`src/rtl/timer3_pkg.sv`:
```
package timer3_pkg;
  localparam int NUM_CTR = 3;
  localparam int CLK_CTR = 1;
  localparam int WORD_W = 3;
  localparam int SEL_W = 2;
  localparam logic [WORD_W-1:0] CTL_WORD = 3'd3;
  localparam logic [WORD_W-1:0] CLR_WORD = 3'd4;

  typedef enum logic [1:0] {
    ACC_NONE = 2'b00,
    ACC_LO   = 2'b01,
    ACC_HI   = 2'b10,
    ACC_LOHI = 2'b11
  } acc_e;
endpackage

```
`src/rtl/timer3_chan.sv`:
```
module timer3_chan
  import timer3_pkg::*;
#(
  parameter int BYTE_W = 8
) (
  input  logic              clk,
  input  logic              rst,
  input  logic              tick_en,
  input  logic              gate,
  input  logic              ctl_wr,
  input  logic              div_wr,
  input  logic              div_rd,
  input  logic [BYTE_W-1:0] din,
  output logic [BYTE_W-1:0] mode_o,
  output logic [BYTE_W-1:0] rd_byte_o,
  output logic              tc_o
);
  localparam int DW = 2 * BYTE_W;

  logic [DW-1:0] div_q, cnt_q, view;
  logic          en_q, tog_q;
  acc_e          acc;

  assign acc  = acc_e'(mode_o[5:4]);
  assign view = (en_q && gate) ? cnt_q : div_q;

  // byte that a read of this divisor would return now
  always_comb begin
    unique case (acc)
      ACC_LO:   rd_byte_o = view[BYTE_W-1:0];
      ACC_HI:   rd_byte_o = view[DW-1:BYTE_W];
      ACC_LOHI: rd_byte_o = tog_q ? view[DW-1:BYTE_W] : view[BYTE_W-1:0];
      default:  rd_byte_o = '0;
    endcase
  end

  always_ff @(posedge clk) begin
    if (rst) begin
      mode_o <= '0;
      div_q  <= '0;
      cnt_q  <= '0;
      en_q   <= 1'b0;
      tog_q  <= 1'b0;
      tc_o   <= 1'b0;
    end else begin
      tc_o <= 1'b0;
      if (en_q && gate && tick_en) begin
        if (cnt_q == DW'(1)) begin
          cnt_q <= div_q;
          tc_o  <= 1'b1;
        end else begin
          cnt_q <= cnt_q - 1'b1;  // 0 wraps: period 2**DW
        end
      end
      if (ctl_wr) begin
        mode_o <= din;
        en_q   <= 1'b0;
        tog_q  <= 1'b0;
      end else if (div_wr) begin
        unique case (acc)
          ACC_LO: begin
            div_q[BYTE_W-1:0] <= din;
            cnt_q <= {div_q[DW-1:BYTE_W], din};
            en_q  <= 1'b1;
          end
          ACC_HI: begin
            div_q[DW-1:BYTE_W] <= din;
            cnt_q <= {din, div_q[BYTE_W-1:0]};
            en_q  <= 1'b1;
          end
          ACC_LOHI: begin
            if (!tog_q) begin
              div_q[BYTE_W-1:0] <= din;
              tog_q <= 1'b1;
            end else begin
              div_q[DW-1:BYTE_W] <= din;
              cnt_q <= {din, div_q[BYTE_W-1:0]};
              tog_q <= 1'b0;
              en_q  <= 1'b1;
            end
          end
          default: ;
        endcase
      end else if (div_rd && acc == ACC_LOHI) begin
        tog_q <= ~tog_q;
      end
    end
  end
endmodule

```
`src/rtl/timer3_irq.sv`:
```
module timer3_irq (
  input  logic clk,
  input  logic rst,
  input  logic set_i,
  input  logic clr_i,
  output logic irq_o
);
  always_ff @(posedge clk) begin
    if (rst)        irq_o <= 1'b0;
    else if (set_i) irq_o <= 1'b1;  // a new event beats an acknowledge
    else if (clr_i) irq_o <= 1'b0;
  end
endmodule

```
`src/rtl/interval_timer3.sv`:
```
module interval_timer3
  import timer3_pkg::*;
#(
  parameter int BYTE_W = 8
) (
  input  logic               clk,
  input  logic               rst,
  input  logic               tick_en,
  input  logic               gate0_in,
  input  logic               gate2_in,
  input  logic               timer_inhibit,
  input  logic               wr_en,
  input  logic               rd_en,
  input  logic [WORD_W-1:0]  reg_word,
  input  logic [BYTE_W-1:0]  wr_data,
  output logic [BYTE_W-1:0]  rd_data,
  output logic               rd_valid,
  output logic [NUM_CTR-1:0] tc,
  output logic               clk_irq
);
  localparam int SEL_LSB = BYTE_W - SEL_W;

  logic [SEL_W-1:0]  ctl_sel, last_sel_q;
  logic              is_div, is_ctl, is_clr, ctl_ok;
  logic [NUM_CTR-1:0] gate_v;
  logic [BYTE_W-1:0] mode_a  [NUM_CTR];
  logic [BYTE_W-1:0] rbyte_a [NUM_CTR];
  logic [BYTE_W-1:0] rd_next;

  assign is_div  = (reg_word < WORD_W'(NUM_CTR));
  assign is_ctl  = (reg_word == CTL_WORD);
  assign is_clr  = (reg_word == CLR_WORD);
  assign ctl_sel = wr_data[BYTE_W-1:SEL_LSB];
  assign ctl_ok  = wr_en && is_ctl && (32'(ctl_sel) < NUM_CTR);

  always_comb begin
    gate_v          = '1;
    gate_v[0]       = gate0_in;
    gate_v[2]       = gate2_in;
    gate_v[CLK_CTR] = 1'b1;  // clock counter is never gated off
  end

  for (genvar i = 0; i < NUM_CTR; i++) begin : g_ctr
    logic hit;
    assign hit = is_div && (reg_word[SEL_W-1:0] == SEL_W'(i));
    timer3_chan #(.BYTE_W(BYTE_W)) u_chan (
      .clk       (clk),
      .rst       (rst),
      .tick_en   (tick_en),
      .gate      (gate_v[i]),
      .ctl_wr    (ctl_ok && (ctl_sel == SEL_W'(i))),
      .div_wr    (wr_en && hit),
      .div_rd    (rd_en && hit),
      .din       (wr_data),
      .mode_o    (mode_a[i]),
      .rd_byte_o (rbyte_a[i]),
      .tc_o      (tc[i])
    );
  end

  always_comb begin
    rd_next = '0;
    for (int i = 0; i < NUM_CTR; i++) begin
      if (is_div && reg_word[SEL_W-1:0] == SEL_W'(i)) rd_next = rbyte_a[i];
      if (is_ctl && last_sel_q == SEL_W'(i))          rd_next = mode_a[i];
    end
  end

  always_ff @(posedge clk) begin
    if (rst) begin
      rd_data    <= '0;
      rd_valid   <= 1'b0;
      last_sel_q <= '0;
    end else begin
      rd_valid <= rd_en;
      if (rd_en)  rd_data    <= rd_next;
      if (ctl_ok) last_sel_q <= ctl_sel;
    end
  end

  timer3_irq u_irq (
    .clk   (clk),
    .rst   (rst),
    .set_i (tc[CLK_CTR] && !timer_inhibit),
    .clr_i (rd_en && is_clr),
    .irq_o (clk_irq)
  );
endmodule

```
`config.mk`:
```
export PLATFORM = sky130hd
export DESIGN_NAME = interval_timer3
export DESIGN_NICKNAME = d
export VERILOG_FILES = /design/src/rtl/timer3_pkg.sv /design/src/rtl/timer3_chan.sv /design/src/rtl/timer3_irq.sv /design/src/rtl/interval_timer3.sv
export SDC_FILE = /design/constraint.sdc
export NUM_CORES = 1
export LEC_CHECK = 0
export BUFFER_PORTS_ARGS = -buffer_cell sky130_fd_sc_hd__buf_2
export CORE_MARGIN = 2
export CORE_UTILIZATION = 55
export DETAILED_ROUTE_END_ITERATION = 6
export PLACE_DENSITY = 0.78
export SYNTH_ARGS = -nofsm -noshare
export SYNTH_HDL_FRONTEND = slang
export SYNTH_SLANG_ARGS = --single-unit
```
`constraint.sdc`:
```
create_clock -name clk -period 2.8 [get_ports clk]
set_input_delay 0.28 -clock clk [delete_from_list [all_inputs] [get_ports clk]]
set_output_delay 0.28 -clock clk [all_outputs]
set_load 0.005 [all_outputs]
```
* Yosys cells after proc, flatten, opt, wreduce, memory -nomap -nowiden *
Index checks and enable logic that the tools add are counted.

operators by class
  add/sub/neg operators = 3
  $mul = 0
  div/mod/pow operators = 0
  magnitude comparators = 2
  equality and inequality tests = 29
  shift-type cells = 0
  mux-type cells = 68
  bitwise operators = 9
  reductions and logical operators = 65

operators by type and width
  operator                                             count
  two-way mux 16 bit                                   18
  case mux 16 bit (3 select lines)                     3
  two-way mux 8 bit                                    15
  case mux 8 bit (2 select lines)                      6
  case mux 8 bit (3 select lines)                      3
  == test 16 x 1 -> 1 bit (second input constant)      3
  subtractor 16 x 1 -> 16 bit (second input constant)  3
  logical AND 1 bit                                    27
  nonzero test 2 bit                                   13
  AND reduction 4 bit                                  6
  two-way mux 1 bit                                    20
  == test 2 bit (second input constant)                9
  OR reduction 2 bit                                   9
  == test 2 x 1 -> 1 bit (second input constant)       6
  != test 2 bit (second input constant)                6
  NOT 1 bit                                            9
  AND reduction 3 bit                                  3
  zero test 2 bit                                      3
  != test 2 x 1 -> 1 bit (second input constant)       3
  case mux 1 bit (2 select lines)                      3
  AND reduction 2 bit                                  3
  == test 3 x 2 -> 1 bit (second input constant)       1
  == test 3 bit (second input constant)                1
  < comparator 3 x 2 -> 1 bit (second input constant)  1
  2 further kinds                                      2

storage, ports and cells
  register bits = 141
  bits in latches = 0
  RAM bits = 0
  ROM bits = 0
  input bits = 19
  word-level logic and storage cells = 201
  memories = 0

* Longest topological paths before layout *
Gate-level depths: netlist of run 1.

  word-level depth = 10
  mapped depth = 9
  gate-level depth less buffers = 7

* Hierarchy *
Synthesis of run 1 repeated with hierarchy kept, for this count alone.

unflattened totals
  cell total of the unflattened synthesis = 1190
  area total of the unflattened synthesis = 9519.1 um^2

by module, submodules not included
  module                          instances  cells an instance  area each (um^2)  seq. area each (um^2)
  timer3_chan at g_ctr[2].u_chan  1          352                2924.1            860.8
  timer3_chan at g_ctr[0].u_chan  1          362                2852.7            860.8
  timer3_chan at g_ctr[1].u_chan  1          338                2748.9            860.8
  interval_timer3                 1          134                954.7             220.2
  timer3_irq                      1          4                  38.8              20.0

* Worst setup path before layout of run 1 *
Ideal clock, no wire load.

  kind = register to register
  start point = register g_ctr[1].u_chan.cnt_q[0]
  end point = register g_ctr[1].u_chan.cnt_q[12]
  setup time = 130 ps
  data arrival time = 2092 ps
  data required time = 2670 ps
  slack = 578 ps
  stages on the path, launching flop included = 8
  path buffers = 0
  period minus slack after synthesis = 2222 ps
  cells stage by stage = dfxtp_1 inv_1 ha_1 or3b_1 or3_1 or4_1 a32oi_1 o22ai_1

between the ends
  longest elaborated chain between the ends = 7
  elaborated cells between the ends (all ways) = 8
  those cells by class = 1 x add/sub; 1 x eq/ne; 6 x mux

RTL lines
  element                                                                 line                                  text
  from (decl)                                                             timer3_chan.sv:20                     logic [DW-1:0] div_q, cnt_q, view;
  from (signal assigned)                                                  timer3_chan.sv:49                     cnt_q <= div_q;
  from (signal assigned)                                                  timer3_chan.sv:52                     cnt_q <= cnt_q - 1'b1;
  from (signal assigned)                                                  timer3_chan.sv:63                     cnt_q <= {div_q[DW-1:BYTE_W], din};
  subtractor 16 x 1 -> 16 bit or == test 16 x 1 -> 1 bit (tied branches)  timer3_chan.sv:52, timer3_chan.sv:48
  two-way mux 16 bit (*)                                                  timer3_chan.sv:48                     if (cnt_q == DW'(1)) begin
  two-way mux 16 bit (*)                                                  timer3_chan.sv:47                     if (en_q && gate && tick_en) begin
  two-way mux 16 bit                                                      timer3_chan.sv:72                     if (!tog_q) begin
  case mux 16 bit (3 select lines)                                        timer3_chan.sv:60                     unique case (acc)
  two-way mux 16 bit                                                      timer3_chan.sv:59                     end else if (div_wr) begin
  two-way mux 16 bit (*)                                                  timer3_chan.sv:55                     if (ctl_wr) begin

Every way passes the cells marked *; elsewhere a longest branch is shown, timed or not.
A chain may end at the register's enable or synchronous reset.

* Final worst setup path of run 1 *
Same ends and word-level chain as after synthesis.

==> results.md, run 1 <==
- Commonest cells after routing, fill and taps aside: 141 x dfxtp_1, 114 x nor2_1, 92 x mux2i_1
- Hold Path Depth: 3
- Worst r2r src: g_ctr[1].u_chan.cnt_q[0]
- Max Clk Rate: 410 MHz
- H-tree depth: 4
- PD cells: 496 nW/um^2
- Total of max-cap violations: 0
- Detailed-route DRC error count: 3
- Crit start category: register
- Initial Util: 55.8%
- Max Slew Vio Count: 0
- Leak: 3.58 nW
- Total Routing Usage GR: 32.8%
- WL per Instance: 21.6 um
- Via/cell ratio: 6.98
- Top_reg_cell synth: dfxtp_1
- WHS Endpoint: u_irq.irq_o
- # setup viols final: 0
- CP required: 3110 ps
- Slowest cell on the critical path: or4_1
- Ant diodes: 0
- Full die area: 16300 um^2
- Initial DRC Count: 982
- Final Non-Filler Cells: 1235
- RR Endpoint: g_ctr[1].u_chan.cnt_q[12]
- Proportion of layout cells with a drive suffix above 1: 12.2%
- Number of warnings issued by yosys: 0
- Post-Route WL: 26600 um
- Maximum vdd drop: 397 uV
- I/O Buffers: 31
- Final hold violations: 0
- Post-Place Setup Slack: 421 ps
- Skew final: 7.21 ps
- NumNets Final: 1059
- Setup TNS: 0 ps
- CTS Hold Bufs: 0
- Worst rel slew slack: 47.0%
- CTS sink cnt: 141
- P&R area growth vs syn: 11.4%
- Post-synth ARST share: 0%
- Final GP Congestion: 1.02
- Pwr Total: 4.64 mW
- Outcome: finished, violations left
- Hold_sp: timer_inhibit
- Failing checks: design-rule violations
- Placed wire-length estimate: 17800 um
- Type of destination of the critical path: register
- Worst Max-Slew Pin Slew: 791 ps
- Crit path cell chain: inv_1 > ha_1 > or3b_1 > or3_1 > or4_1 > a32oi_1 > o22ai_1
- Register bit total from synthesis: 141
- Syn Area/Cell: 8.09 um^2
- Complex-gate fraction of the synthesized area: 24.6%
- Hold_ws: 105 ps
- EDFF count, synth: 0
- Post-route minimum period: 2440 ps
- Vias in the first global route: 8009
- CTS tree: built
- CP max stage delay: 490 ps
- Placed Instances: 1203
- Max clock buf depth: 2
- CP Max Fanout: 6
- Clock transition at path regs: 60 ps
- Post-Synthesis Cell Area: 8390 um^2
- Gr ovfl total: 0
- Die W: 128 um
- Worst-skew pair later-pin latency: 430 ps
- Synth cell types: 76
- WS Path Type: register to register
- Mux contribution to synthesized area: 12.2%
- Cell count after synthesis: 1037
- Main combinational cell family by area after synthesis: compound AO/OA/AOI/OAI gates
- Cts repair resizes: 0
- Num CTS Buffers: 17
- Post-DRT Antenna Nets: 0
- Worst Hold Class: primary input to register
- Core area: 15000 um^2
- First drt pass iteration count: 7
- XOR/XNOR Fraction of Synth Area: 0.626%
- RSZ-0062 raised after global routing: false
- Worst reg2reg path depth: 7
- Mapped Nets: 1062
- Root Buffer: clkbuf_16
- Die Y: 128 um
- Period Utilization, post-route: 87.2%
- Routed vias: 8620
- Worst endpoint data arrival time: 2750 ps
- I/O pins: 32
- Most common cell after layout, fill and taps aside: dfxtp_1
- Simple-gate portion of the synthesized area: 23.1%
- Largest net degree at the start of global routing: 43
- Initial antenna violation count: 0
- # rows: 45
- Postcts setup bufs: 0
- First-pass GRT wire length: 42600 um
- Synth Area in Adders: 0.894%
- R2r setup slk: 360 ps
- Worst setup margin: 358 ps
- Sequential-to-total area share from yosys stat: 33.6%
registers in the layout (all words and copies together) (netlist names):
register and count:
g_ctr.u_chan.cnt_q 48, g_ctr.u_chan.div_q 48, g_ctr.u_chan.en_q 3, g_ctr.u_chan.mode_o 24, g_ctr.u_chan.tc_o 3, g_ctr.u_chan.tog_q 3
last_sel_q 2, rd_data 8, rd_valid 1, u_irq.irq_o 1
metrics by stage:
| step | area (um^2) | utilization (%) |
|---|---|---|
| final | 9350 | 62.2 |
| after global routing | 9350 | 62.2 |
| after CTS | 9350 | 62.2 |
| after detailed placement | 8720 | 58.0 |
| after global placement | 8720 | 58.0 |
| after floorplan | 8390 | - |
power by group:
part	switching [mW]	internal [mW]	total, mW
logic	0.150	0.0540	0.204
registers	0.00800	2.01	2.02
clock network	0.976	1.44	2.41
how the worst max path moves through the flow:
| stage | startpoint | endpoint | cells past startpoint | slack [ps] |
|---|---|---|---|---|
| after global routing | g_ctr[1].u_chan.cnt_q[0] | g_ctr[1].u_chan.cnt_q[12] | 7 | 240 |
| after detailed placement | g_ctr[1].u_chan.cnt_q[0] | g_ctr[1].u_chan.cnt_q[12] | 7 | 420 |
| final | g_ctr[1].u_chan.cnt_q[0] | g_ctr[1].u_chan.cnt_q[12] | 7 | 360 |
| after global placement | g_ctr[1].u_chan.cnt_q[0] | g_ctr[1].u_chan.cnt_q[12] | 7 | 470 |
| after CTS | g_ctr[1].u_chan.cnt_q[0] | g_ctr[1].u_chan.cnt_q[12] | 7 | 390 |
| after floorplan | g_ctr[1].u_chan.cnt_q[0] | g_ctr[1].u_chan.cnt_q[12] | 7 | 580 |
routing by layer:
metal	routed length (um)	share of wire, %	vias to the layer above	track usage [%]
li1	-	-	3914	-
met3	2800	10	82	6.91
met5	0	0	-	0
met4	1080	4.1	0	15.3
met1	10700	40	4074	43.3
met2	12100	45	550	51.5
cells in the mapped netlist, drive strengths merged, types with 10 or more instances:
master	n	area share, %
clkbuf	76	3.4
o211ai	11	0.98
nor2b	10	0.75
a22oi	41	3.7
a32oi	13	1.4
o21a	10	0.89
inv	12	0.54
mux2i	92	11
and2	14	1.0
buf	14	0.97
nand4	12	0.97
nor3	32	2.0
nand3	38	2.3
or3	12	0.89
o22ai	46	3.4
dfxtp	141	34
a21oi	47	2.8
nand2	79	3.5
nor4	16	1.3
a221oi	15	1.6
o21ai	35	2.1
a211oi	10	0.89
nor2	114	5.1
area by class of cell:
type | instances | area, um^2
Clock buffer | 17 | 425
Clock inverter | 15 | 200
Fill cell | 1246 | 5680
Inverter | 13 | 48.8
Multi-Input combinational cell | 793 | 5170
Sequential cell | 141 | 2820
Tap cell | 188 | 235
Timing Repair Buffer | 68 | 448
critical path, delay by kind of cell, from the launching register on:
| family | cells | cell delay, ps |
|---|---|---|
| simple gates | 3 | 1410 |
| flops | 1 | 350 |
| compound gates | 2 | 300 |
| fa+ha+maj | 1 | 180 |
| buf+inv | 1 | 90 |
logic make-up (layout without fill, tap and decap cells):
family | after synthesis | count (layout)
buf+inv | 103 | 113
mux | 101 | 101
simple gates | 382 | 382
xor+xnor | 6 | 6
fa+ha+maj | 6 | 6
flops | 141 | 141
compound gates | 298 | 298
No activity file was read; power rests on OpenSTA's default activity.
==> run 2, diff against run 1 <==
--- a/config.mk
+++ b/config.mk
@@ -5,11 +5,14 @@
 export SDC_FILE = /design/constraint.sdc
 export NUM_CORES = 1
 export LEC_CHECK = 0
+export ABC_CLOCK_PERIOD_IN_PS = 2800
 export BUFFER_PORTS_ARGS = -buffer_cell sky130_fd_sc_hd__buf_2
+export CORE_ASPECT_RATIO = 0.75
 export CORE_MARGIN = 2
 export CORE_UTILIZATION = 55
 export DETAILED_ROUTE_END_ITERATION = 6
 export PLACE_DENSITY = 0.78
+export SKIP_LAST_GASP = 1
 export SYNTH_ARGS = -nofsm -noshare
 export SYNTH_HDL_FRONTEND = slang
 export SYNTH_SLANG_ARGS = --single-unit
==> run 2 against run 1 <==
Effect of this change:
- the run now ends clean
- largest power group unchanged
- worst hold slack worse by 1.0 ps
- flip-flop and latch count unchanged
- global-route usage increased by 0.22 points
- critical path type unchanged
- highest routed layer unchanged
- first-iteration DRC count up 43%
- critical endpoint unchanged
==> results.md, run 2 (synthesis gave the netlist of run 1 again) <==
- Max Slew Vio Count: 0 (unchanged)
- Total Routing Usage GR: 33.0% (+0.22 points)
- Crit start category: register
- Worst Hold Class: primary input to register
- Cts repair resizes: 0 (unchanged)
- Count of filler cells inserted in the layout: 1286 (+3.2%)
- Largest net degree at the start of global routing: 46 (+7.0%)
- Final GP Congestion: 0.975 (-4.1%)
- Total of max-cap violations: 0 (unchanged)
- Root Buffer: clkbuf_16
- WL per Instance: 21.5 um (-0.29%)
- Gr ovfl total: 0 (unchanged)
- Max Clk Rate: 415 MHz (+1.4%)
- H-tree depth: 4 (unchanged)
- Sequential Area: 2820 um^2 (unchanged)
- I/O pins: 32 (unchanged)
- NumNets Final: 1066 (+0.66%)
- Worst rel slew slack: 45.3% (-1.7 points)
- Worst-skew pair later-pin latency: 430 ps (about the same)
- Full die area: 16300 um^2 (about the same)
- Worst endpoint data arrival time: 2710 ps (-40 ps)
- Setup TNS: 0 ps (unchanged)
- Initial antenna violation count: 0 (unchanged)
- Vias in the first global route: 7881 (-1.6%)
- Proportion of layout cells with a drive suffix above 1: 12.8% (+0.58 points)
- Worst reg2reg path depth: 7 (unchanged)
- Skew final: 12.8 ps (+5.63 ps)
- CP required: 3100 ps (about the same)
- Period Utilization, post-route: 86.0% (-1.2 points)
- CP Max Fanout: 6 (unchanged)
- Die Y: 111 um (-13%)
- RR Endpoint: g_ctr[1].u_chan.cnt_q[12]
- Worst Max-Slew Pin Slew: 820 ps (+29.1 ps)
- Multi-input gate area: 5170 um^2 (unchanged)
- Initial DRC Count: 1409 (+43%)
- Die W: 147 um (+15%)
- Core area: 15100 um^2 (+0.30%)
- Post-route minimum period: 2410 ps (-33.1 ps)
- Post-Route WL: 27100 um (+1.6%)
- Maximum vdd drop: 469 uV (+18%)
- PD cells: 490 nW/um^2 (-1.3%)
- Hold_sp: timer_inhibit
- First drt pass iteration count: 5 (-2)
- Type of destination of the critical path: register
- # setup viols final: 0 (unchanged)
- # rows: 39 (-13%)
- Via/cell ratio: 6.89 (-1.3%)
- Slowest cell on the critical path: or4_1
- Placed wire-length estimate: 18300 um (+2.5%)
- CTS tree: built
- WS Path Type: register to register
- Max clock buf depth: 2 (unchanged)
- CTS sink cnt: 141 (unchanged)
- Final hold violations: 0 (unchanged)
- Worst r2r src: g_ctr[1].u_chan.cnt_q[0]
- Top Registers: g_ctr.u_chan.cnt_q (48), g_ctr.u_chan.div_q (48), g_ctr.u_chan.mode_o (24)
- Detailed-route DRC error count: 0 (-3)
- Most common cell after layout, fill and taps aside: dfxtp_1
- Ant diodes: 0 (unchanged)
- Commonest cells after routing, fill and taps aside: 141 x dfxtp_1, 114 x nor2_1, 92 x mux2i_1
- P&R area growth vs syn: 11.9%
- CTS Hold Bufs: 0 (unchanged)
- Postcts setup bufs: 0 (unchanged)
- First-pass GRT wire length: 43000 um (+0.97%)
- Leak: 3.58 nW (about the same)
- Initial Util: 55.7% (-0.17 points)
- Crit path cell chain: inv_1 > ha_1 > or3b_1 > or3_1 > or4_1 > a32oi_1 > o22ai_1
- Routed vias: 8677 (+0.66%)
- Crit path max-delay family: simple AND/OR/NAND/NOR gates
- CP max stage delay: 500 ps (about the same)
- Num CTS Buffers: 17 (unchanged)
- Hold Path Depth: 3 (unchanged)
- R2r setup slk: 390 ps (+30 ps)
- Pwr Total: 4.60 mW (-0.84%)
- RSZ-0062 raised after global routing: false
- Hold_ws: 104 ps (-1.03 ps)
- Worst path bufs/invs: 1 (unchanged)
- Post-DRT Antenna Nets: 0 (unchanged)
- Outcome: finished clean
- WHS Endpoint: u_irq.irq_o
- I/O Buffers: 31 (unchanged)
- Clock transition at path regs: 70 ps (about the same)
[run 2: cell count changes in the layout (fill, tap and decap cells not counted), sizes merged]
cell      previous run  this run
buf                 68        75
clkinv               5         3
clkinvlp             0         6
inv                 20        16
[run 2: report_power, final]
| group | internal (mW) | switching [mW] |
|---|---|---|
| registers | 2.01 | 0.00893 |
| clock network | 1.41 | 0.961 |
| logic | 0.0542 | 0.150 |
[run 2: area by class of cell]
cell class | instances | share of cell area, %
Timing Repair Buffer | 75 | 5.19
Inverter | 13 | 0.519
Clock buffer | 17 | 4.53
Tap cell | 205 | 2.73
Sequential cell | 141 | 30.0
Multi-Input combinational cell | 793 | 55.0
Clock inverter | 15 | 1.96
[run 2: layer usage]
metal | part of all wire (%) | global-route usage (%) | vias up
met5 | 0 | 0 | -
met4 | 2.7 | 10.4 | 0
met3 | 15 | 11.6 | 81
met2 | 40 | 45.4 | 641
met1 | 42 | 47.9 | 4027
li1 | - | - | 3928
[run 2: how the worst max path moves through the flow]
stage / cells after the start / to / startpoint / slack, ps
floorplan: 7 / g_ctr[1].u_chan.cnt_q[12] / g_ctr[1].u_chan.cnt_q[0] / 580
global placement: 7 / g_ctr[1].u_chan.cnt_q[12] / g_ctr[1].u_chan.cnt_q[0] / 480
detailed placement: 7 / g_ctr[1].u_chan.cnt_q[12] / g_ctr[1].u_chan.cnt_q[0] / 450
CTS: 7 / g_ctr[1].u_chan.cnt_q[12] / g_ctr[1].u_chan.cnt_q[0] / 430
global route: 7 / g_ctr[2].u_chan.cnt_q[3] / g_ctr[2].u_chan.cnt_q[0] / 300
finish: 7 / g_ctr[1].u_chan.cnt_q[12] / g_ctr[1].u_chan.cnt_q[0] / 390
[run 2: worst register-to-register path: stages (launching register included)]
cell and delay, ps:
dfxtp_1 370, inv_1 100, ha_1 180, or3b_1 410
or3_1 430, or4_1 500, a32oi_1 210, o22ai_1 90
[run 2: through the flow]
step | setup WS (ps) | std cells | cell area (um^2) | utilization (%)
3_3_place_gp | 482 | 1227 | 8780 | 58.3
5_1_grt | 302 | 1259 | 9390 | 62.3
3_5_place_dp | 447 | 1227 | 8780 | 58.3
6_report | 391 | 1259 | 9390 | 62.3
2_1_floorplan | 578 | 1037 | 8390 | -
4_1_cts | 427 | 1259 | 9390 | 62.3
